<file path="src/rtl/dot8_pkg.sv">
// Shared types for the packed byte dot-product accumulator.
// Assumes mode codes follow the operand-prefix order used by the issuing decoder.
package dot8_pkg;

    typedef enum logic [1:0] {
        DOT_UU = 2'b00,   // both operands zero-extended, unsigned accumulate
        DOT_US = 2'b01,   // first zero-extended, second sign-extended
        DOT_SS = 2'b10,   // both sign-extended
        DOT_SU = 2'b11    // first sign-extended, second zero-extended
    } dot_mode_e;

    // True when the first source byte is sign-extended
    function automatic logic first_signed(dot_mode_e m);
        return (m == DOT_SS) || (m == DOT_SU);
    endfunction

    // True when the second source byte is sign-extended
    function automatic logic second_signed(dot_mode_e m);
        return (m == DOT_SS) || (m == DOT_US);
    endfunction

    // True when the accumulator lane is read as signed
    function automatic logic acc_signed(dot_mode_e m);
        return m != DOT_UU;
    endfunction

endpackage

</file>
<file path="src/rtl/dot8_byte_mul.sv">
// One byte-pair multiplier.
// Each byte is widened by one bit, either by sign or by zero extension, and
// the two widened values are multiplied as signed numbers. That covers every
// mix of signedness without overflow. Purely combinational.
module dot8_byte_mul #(
    parameter int BYTE_W = 8,
    localparam int EXT_W  = BYTE_W + 1,
    localparam int PROD_W = 2 * EXT_W
) (
    input  logic [BYTE_W-1:0]        a_byte,
    input  logic [BYTE_W-1:0]        b_byte,
    input  logic                     a_sgn,
    input  logic                     b_sgn,
    output logic signed [PROD_W-1:0] prod
);

    logic signed [EXT_W-1:0] a_ext;
    logic signed [EXT_W-1:0] b_ext;

    // Widen both bytes by one bit and form the exact signed product
    always_comb begin
        a_ext = {a_sgn & a_byte[BYTE_W-1], a_byte};
        b_ext = {b_sgn & b_byte[BYTE_W-1], b_byte};
        prod  = PROD_W'(a_ext) * PROD_W'(b_ext);
    end

endmodule

</file>
<file path="src/rtl/dot8_lane.sv">
// One accumulator lane.
// Forms LANE_W/BYTE_W byte products, sums them, and adds the sum to the
// accumulator lane at LANE_W+2 bits. The extra width keeps every sum exact.
// It then wraps the sum or clamps it to the signed or unsigned LANE_W range.
// Assumes LANE_W+2 exceeds the width of the product sum. Combinational.
module dot8_lane
    import dot8_pkg::*;
#(
    parameter int BYTE_W = 8,
    parameter int LANE_W = 32,
    localparam int NB     = LANE_W / BYTE_W,
    localparam int PROD_W = 2 * (BYTE_W + 1),
    localparam int SUM_W  = PROD_W + $clog2(NB) + 1,
    localparam int WIDE_W = LANE_W + 2
) (
    input  logic [LANE_W-1:0] a_lane,
    input  logic [LANE_W-1:0] b_lane,
    input  logic [LANE_W-1:0] acc_lane,
    input  dot_mode_e         mode,
    input  logic              sat_en,
    output logic [LANE_W-1:0] res_lane
);

    localparam logic signed [WIDE_W-1:0] ONE_W = 1;
    localparam logic signed [WIDE_W-1:0] SMAX  = (ONE_W <<< (LANE_W - 1)) - ONE_W;
    localparam logic signed [WIDE_W-1:0] SMIN  = -(ONE_W <<< (LANE_W - 1));
    localparam logic signed [WIDE_W-1:0] UMAX  = (ONE_W <<< LANE_W) - ONE_W;

    logic signed [PROD_W-1:0] prods [NB];
    logic signed [SUM_W-1:0]  dot_sum;
    logic signed [WIDE_W-1:0] acc_wide;
    logic signed [WIDE_W-1:0] total;
    logic                     a_sgn;
    logic                     b_sgn;
    logic                     acc_sgn;

    // Decode extension rules for this mode
    always_comb begin
        a_sgn   = first_signed(mode);
        b_sgn   = second_signed(mode);
        acc_sgn = acc_signed(mode);
    end

    // One multiplier per byte position; byte k pairs with byte k
    for (genvar k = 0; k < NB; k++) begin : g_mul
        dot8_byte_mul #(.BYTE_W(BYTE_W)) u_mul (
            .a_byte (a_lane[k*BYTE_W +: BYTE_W]),
            .b_byte (b_lane[k*BYTE_W +: BYTE_W]),
            .a_sgn  (a_sgn),
            .b_sgn  (b_sgn),
            .prod   (prods[k])
        );
    end

    // Sum the byte products with sign extension at full width
    always_comb begin
        dot_sum = '0;
        for (int k = 0; k < NB; k++) begin
            dot_sum = dot_sum + {{(SUM_W - PROD_W){prods[k][PROD_W-1]}}, prods[k]};
        end
    end

    // Exact accumulate: extend the accumulator by its signedness
    always_comb begin
        acc_wide = {{2{acc_sgn & acc_lane[LANE_W-1]}}, acc_lane};
        total    = acc_wide + {{(WIDE_W - SUM_W){dot_sum[SUM_W-1]}}, dot_sum};
    end

    // Wrap or clamp the exact sum into the lane
    always_comb begin
        res_lane = total[LANE_W-1:0];
        if (sat_en) begin
            if (acc_sgn) begin
                if (total > SMAX)      res_lane = SMAX[LANE_W-1:0];
                else if (total < SMIN) res_lane = SMIN[LANE_W-1:0];
            end else begin
                if (total > UMAX)      res_lane = UMAX[LANE_W-1:0];
            end
        end
    end

endmodule

</file>
<file path="src/rtl/dot8_acc_unit.sv">
// Packed byte dot-product accumulator, top level.
// Splits the vectors into LANES lanes of LANE_W bits and computes every lane
// in parallel. The result is registered with a one-cycle valid strobe.
// The result register is loaded only when in_valid is high.
// Synchronous active-low reset.
module dot8_acc_unit
    import dot8_pkg::*;
#(
    parameter int BYTE_W = 8,
    parameter int LANE_W = 32,
    parameter int LANES  = 4,
    localparam int VEC_W = LANE_W * LANES
) (
    input  logic             clk,
    input  logic             rst_n,
    input  logic             in_valid,
    input  logic [VEC_W-1:0] src_a,
    input  logic [VEC_W-1:0] src_b,
    input  logic [VEC_W-1:0] acc_in,
    input  logic [1:0]       mode,
    input  logic             sat_en,
    output logic             out_valid,
    output logic [VEC_W-1:0] result
);

    dot_mode_e        mode_e;
    logic [VEC_W-1:0] lane_res;

    // Map the raw mode code onto the typed enum
    always_comb mode_e = dot_mode_e'(mode);

    // Independent lanes
    for (genvar n = 0; n < LANES; n++) begin : g_lane
        dot8_lane #(.BYTE_W(BYTE_W), .LANE_W(LANE_W)) u_lane (
            .a_lane   (src_a [n*LANE_W +: LANE_W]),
            .b_lane   (src_b [n*LANE_W +: LANE_W]),
            .acc_lane (acc_in[n*LANE_W +: LANE_W]),
            .mode     (mode_e),
            .sat_en   (sat_en),
            .res_lane (lane_res[n*LANE_W +: LANE_W])
        );
    end

    // Output register: capture on in_valid, pulse out_valid for one cycle
    always_ff @(posedge clk) begin
        if (!rst_n) begin
            out_valid <= 1'b0;
            result    <= '0;
        end else begin
            out_valid <= in_valid;
            if (in_valid) result <= lane_res;
        end
    end

endmodule

</file>
<file path="config.mk">
export PLATFORM = sky130hd
export DESIGN_NAME = dot8_acc_unit
export DESIGN_NICKNAME = d
export VERILOG_FILES = /design/src/rtl/dot8_pkg.sv /design/src/rtl/dot8_byte_mul.sv /design/src/rtl/dot8_lane.sv /design/src/rtl/dot8_acc_unit.sv
export SDC_FILE = /design/constraint.sdc
export NUM_CORES = 2
export LEC_CHECK = 0
export BUFFER_PORTS_ARGS = -buffer_cell sky130_fd_sc_hd__buf_4
export CAP_MARGIN = 15
export CELL_PAD_IN_SITES_DETAIL_PLACEMENT = 1
export CELL_PAD_IN_SITES_GLOBAL_PLACEMENT = 1
export CORE_MARGIN = 3
export CORE_UTILIZATION = 30
export CTS_BUF_LIST = sky130_fd_sc_hd__clkbuf_8
export DETAILED_ROUTE_END_ITERATION = 12
export PLACE_DENSITY_LB_ADDON = 0.1
export SLEW_MARGIN = 25
export SYNTH_ARGS = -nofsm -noshare
export SYNTH_HDL_FRONTEND = slang
export SYNTH_SLANG_ARGS = --single-unit
</file>
<file path="constraint.sdc">
create_clock -name clk -period 21.4 [get_ports clk]
set_input_delay 1.07 -clock clk [delete_from_list [all_inputs] [get_ports clk]]
set_output_delay 1.07 -clock clk [all_outputs]
set_load 0.005 [all_outputs]
</file>
==> results.md <==
Run status:
- The flow ran to the end, and the final reports show no timing, DRC or antenna violations.

Yosys:
- The number of nets in the synthesized netlist is 10,100.
- The cell area after synthesis is 66,200 µm².
- In the synthesized netlist, the cells that appear most often are inv_1, fa_1, ha_1.
- The most common cell in the synthesized netlist is inv_1.
- The proportion of synthesized flip-flops having asynchronous set or reset is 0%.
- After synthesis, the netlist uses 76 different library cells.
- In this run, synthesis produced a sequential element count of 129.
- The synthesized instance count is 7,500.
- By area the synthesized netlist is led by fa_1, ha_1, inv_1.
- After synthesis, the largest area contributor takes up 40.3% of total cell area.
- The average instance in the mapped netlist occupies 8.82 µm².
- Yosys mapped a number of flops with a built-in enable equal to 0.
- In the synthesized netlist the dominant register cell turns out to be dfxtp_1.
- After synthesis, flip-flops and latches occupy 3.90% of the total area.
- The yosys synthesis warning count is 0.
- The cell taking the most area after synthesis is fa_1.

Global routing:
- The global router's overall resource usage is 19.7%.
- The number of antenna violations at the first check in global routing is 23.
- The pin count of the biggest net entering global routing is 61.
- The number of global-route vias before repair is 56,800.
- The first-pass GRT wire length is 343,000 µm.
- Global routing finished with a remaining overflow of 0.

Timing:
- Measured against its own limit, the worst slew margin works out to 31.7%.
- The worst setup margin is 7850 ps.
- The max-slew violation total from the final report was 0.
- At the pin with the least slew margin, the transition time is 1020 ps.
- The total count of hold-check failures in the final report is 0.
- The sum of negative setup slack is 0 ps.
- The clock period could shrink to 13,550 ps.
- Setup repair after global routing left no endpoint under its margin.
- The worst path uses 63.3% of the clock period.
- The setup clock skew after layout is 0 ps.
- Static timing analysis puts the maximum clock frequency at 73.8 MHz.
- The final count of negative-setup-slack endpoints is 0.

Die:
- The die footprint is 226,000 µm².
- The placement row count is 171.
- The total area inside the core boundary comes to 218,000 µm².
- The floorplan step set the die width to 476 µm.
- Pin placement for this block handled 519 I/O pins.
- The die is 476 µm tall.
- Once the floorplan was initialized, standard cells occupied 30.3% of the core.

Job:
- The number of max-cap violations is 0.

CTS:
- The number of buffers inserted by hold repair at cts is 0.
- Clock latency on the worst-skew pair, taken at its later pin, is 570 ps.
- TritonCTS built the clock tree.
- In this run the clock root is driven by a clkbuf_8.
- The number of buffers created by CTS is 17.
- The count of buffers added by post-CTS timing repair for setup is 0.
- In this run the deepest clock path goes through 2 buffers.
- The H-tree was split into 4 levels.
- After clock tree synthesis, the clock-pin slew on the worst setup and hold paths is 100 ps.
- The clock sink count is 129.
- Post-CTS repair changed the size of 0 cells.

Cells and area:
- The final layout contains 10,400 nets.
- Counting the fill cells in the layout gives 25,600.
- The area growth from synthesis to layout is 10.8%.
- The post-route netlist has 8.63% of its cells at a drive strength greater than 1.

Drt:
- The total via count in the routed design is 50,500.
- After the first detailed-routing iteration, the DRC count stood at 1,597.
- The aggregate routed wire length is 218,000 µm.
- The average wire per cell in the routed design is 20.4 µm.
- For this run, the detailed router's first-pass iteration total came to 5.
- The number of nets with antenna violations after routing is 0.
- The per-cell via count in the routed design is 4.72.
- After detailed routing, the number of remaining DRC violations is 0.

Min path:
- In this run the worst hold path is classified as reg -> reg.

Critical path:
- Along the worst path, the maximum fanout reaches 35.
- The critical path in this run is classified as in -> reg.
- On the worst path, the slowest cell contributes a delay of 610 ps.
- Data on the critical path is required at its endpoint by 21,940 ps.
- The most frequent cell on the critical path is fa_1.
- STA puts the critical path data arrival time at 14,090 ps.
- The startpoint type of the worst setup path is an input port.
- The critical-path cell with the highest stage delay is a22o_1.
- The kind of end point of the critical path is a flip-flop.

Place:
- The post-placement setup slack is 6920 ps.
- The count of buffers inserted at the top-level ports is 518.
- The detailed placer's ending HPWL is 197,000 µm.
- The final RePlAce weighted congestion is 0.826.
logic make-up after synthesis:
| family | count (synthesis) | share of synthesized area (%) |
|---|---|---|
| multiplexers | 1 | 0.0151 |
| adder cells (fa/ha/maj) | 2168 | 56.1 |
| flip-flops | 129 | 3.90 |
| AO/OA/AOI/OAI | 942 | 9.23 |
| AND/OR/NAND/NOR | 2025 | 15.1 |
| buffers and inverters | 1843 | 10.5 |
| XOR/XNOR | 392 | 5.19 |
registers in the layout (all words and copies together) (netlist names):
register	flops
result	128
out_valid	1
per-layer routing:
layer	vias to the layer above	part of all wire, %	GRT usage, %	wire [µm]
li1	23800	-	-	-
met4	12	1.5	3.22	3350
met3	86	2.3	1.61	5070
met2	487	50	35.1	110000
met1	26100	46	26.2	100000
met5	-	0.032	0	70
final cells by class:
class                   count  area, µm²  area share (%)
diodes                     13       32.5          0.0444
clock buffers              18        248           0.338
clock inverters            13        170           0.232
inverters                1615       6060            8.27
multi-input cells        5528      56700            77.3
flip-flops and latches    129       2580            3.52
well taps                2854       3570            4.87
repair buffers            528       3960            5.41
cells in the final DEF, fill, tap and decap left out, types with 11 or more instances in the layout:
cell type  netlist  routed
a211o_1         12      12
a211oi_1        18      17
a21boi_0        45      45
a21o_1          99      98
a21oi_1        263     263
a221o_1         53      53
a31oi_1         34      33
and2_1         560     560
and3_1          74      74
buf_4            0     528
clkbuf_8         0      18
dfxtp_1        129     129
diode_2          0      13
fa_1          1332    1332
ha_1           836     835
inv_1         1615    1617
nand2_1        753     753
nand2b_1        36      36
nand3_1         94      94
nand4_1         14      14
nor2_1         264     262
nor2b_1         37      37
nor3_1          53      53
nor4_1          11      11
o211ai_1        19      19
o21a_1          47      47
o21ai_0        219     217
o21bai_1        32      32
or2_2           95      95
or3_1           16      16
xnor2_1        297     297
xor2_1          95      95
metrics by stage:
stage	std cells	hold slack (ps)	utilization [%]	area, µm²
6_report	10700	460	33.6	73300
5_1_grt	10700	486	33.6	73300
4_1_cts	10700	467	33.6	73300
3_5_place_dp	10700	445	33.4	72900
3_3_place_gp	10700	444	33.4	72900
2_1_floorplan	7500	435	-	66200
path summary, 6_finish.rpt:
check / startpoint / slack (ps) / cells past startpoint / endpoint
hold / removal: result[74] / 460 / 2 / result[74]
setup reg to reg: result[62] / 20370 / 3 / result[62]
setup / recovery: mode[1] / 7850 / 44 / result[19]
hold reg to reg: result[74] / 460 / 2 / result[74]
worst max-delay path, delay by kind of cell:
family,cells,cell delay [ps]
buf+inv,7,1170
compound gates,15,3760
xor+xnor,2,320
fa+ha+maj,12,5620
simple gates,8,2060
Power is left out: the tool's default activity adds up to more than one toggle a clock period on the data nets, which glitch-free logic cannot reach.
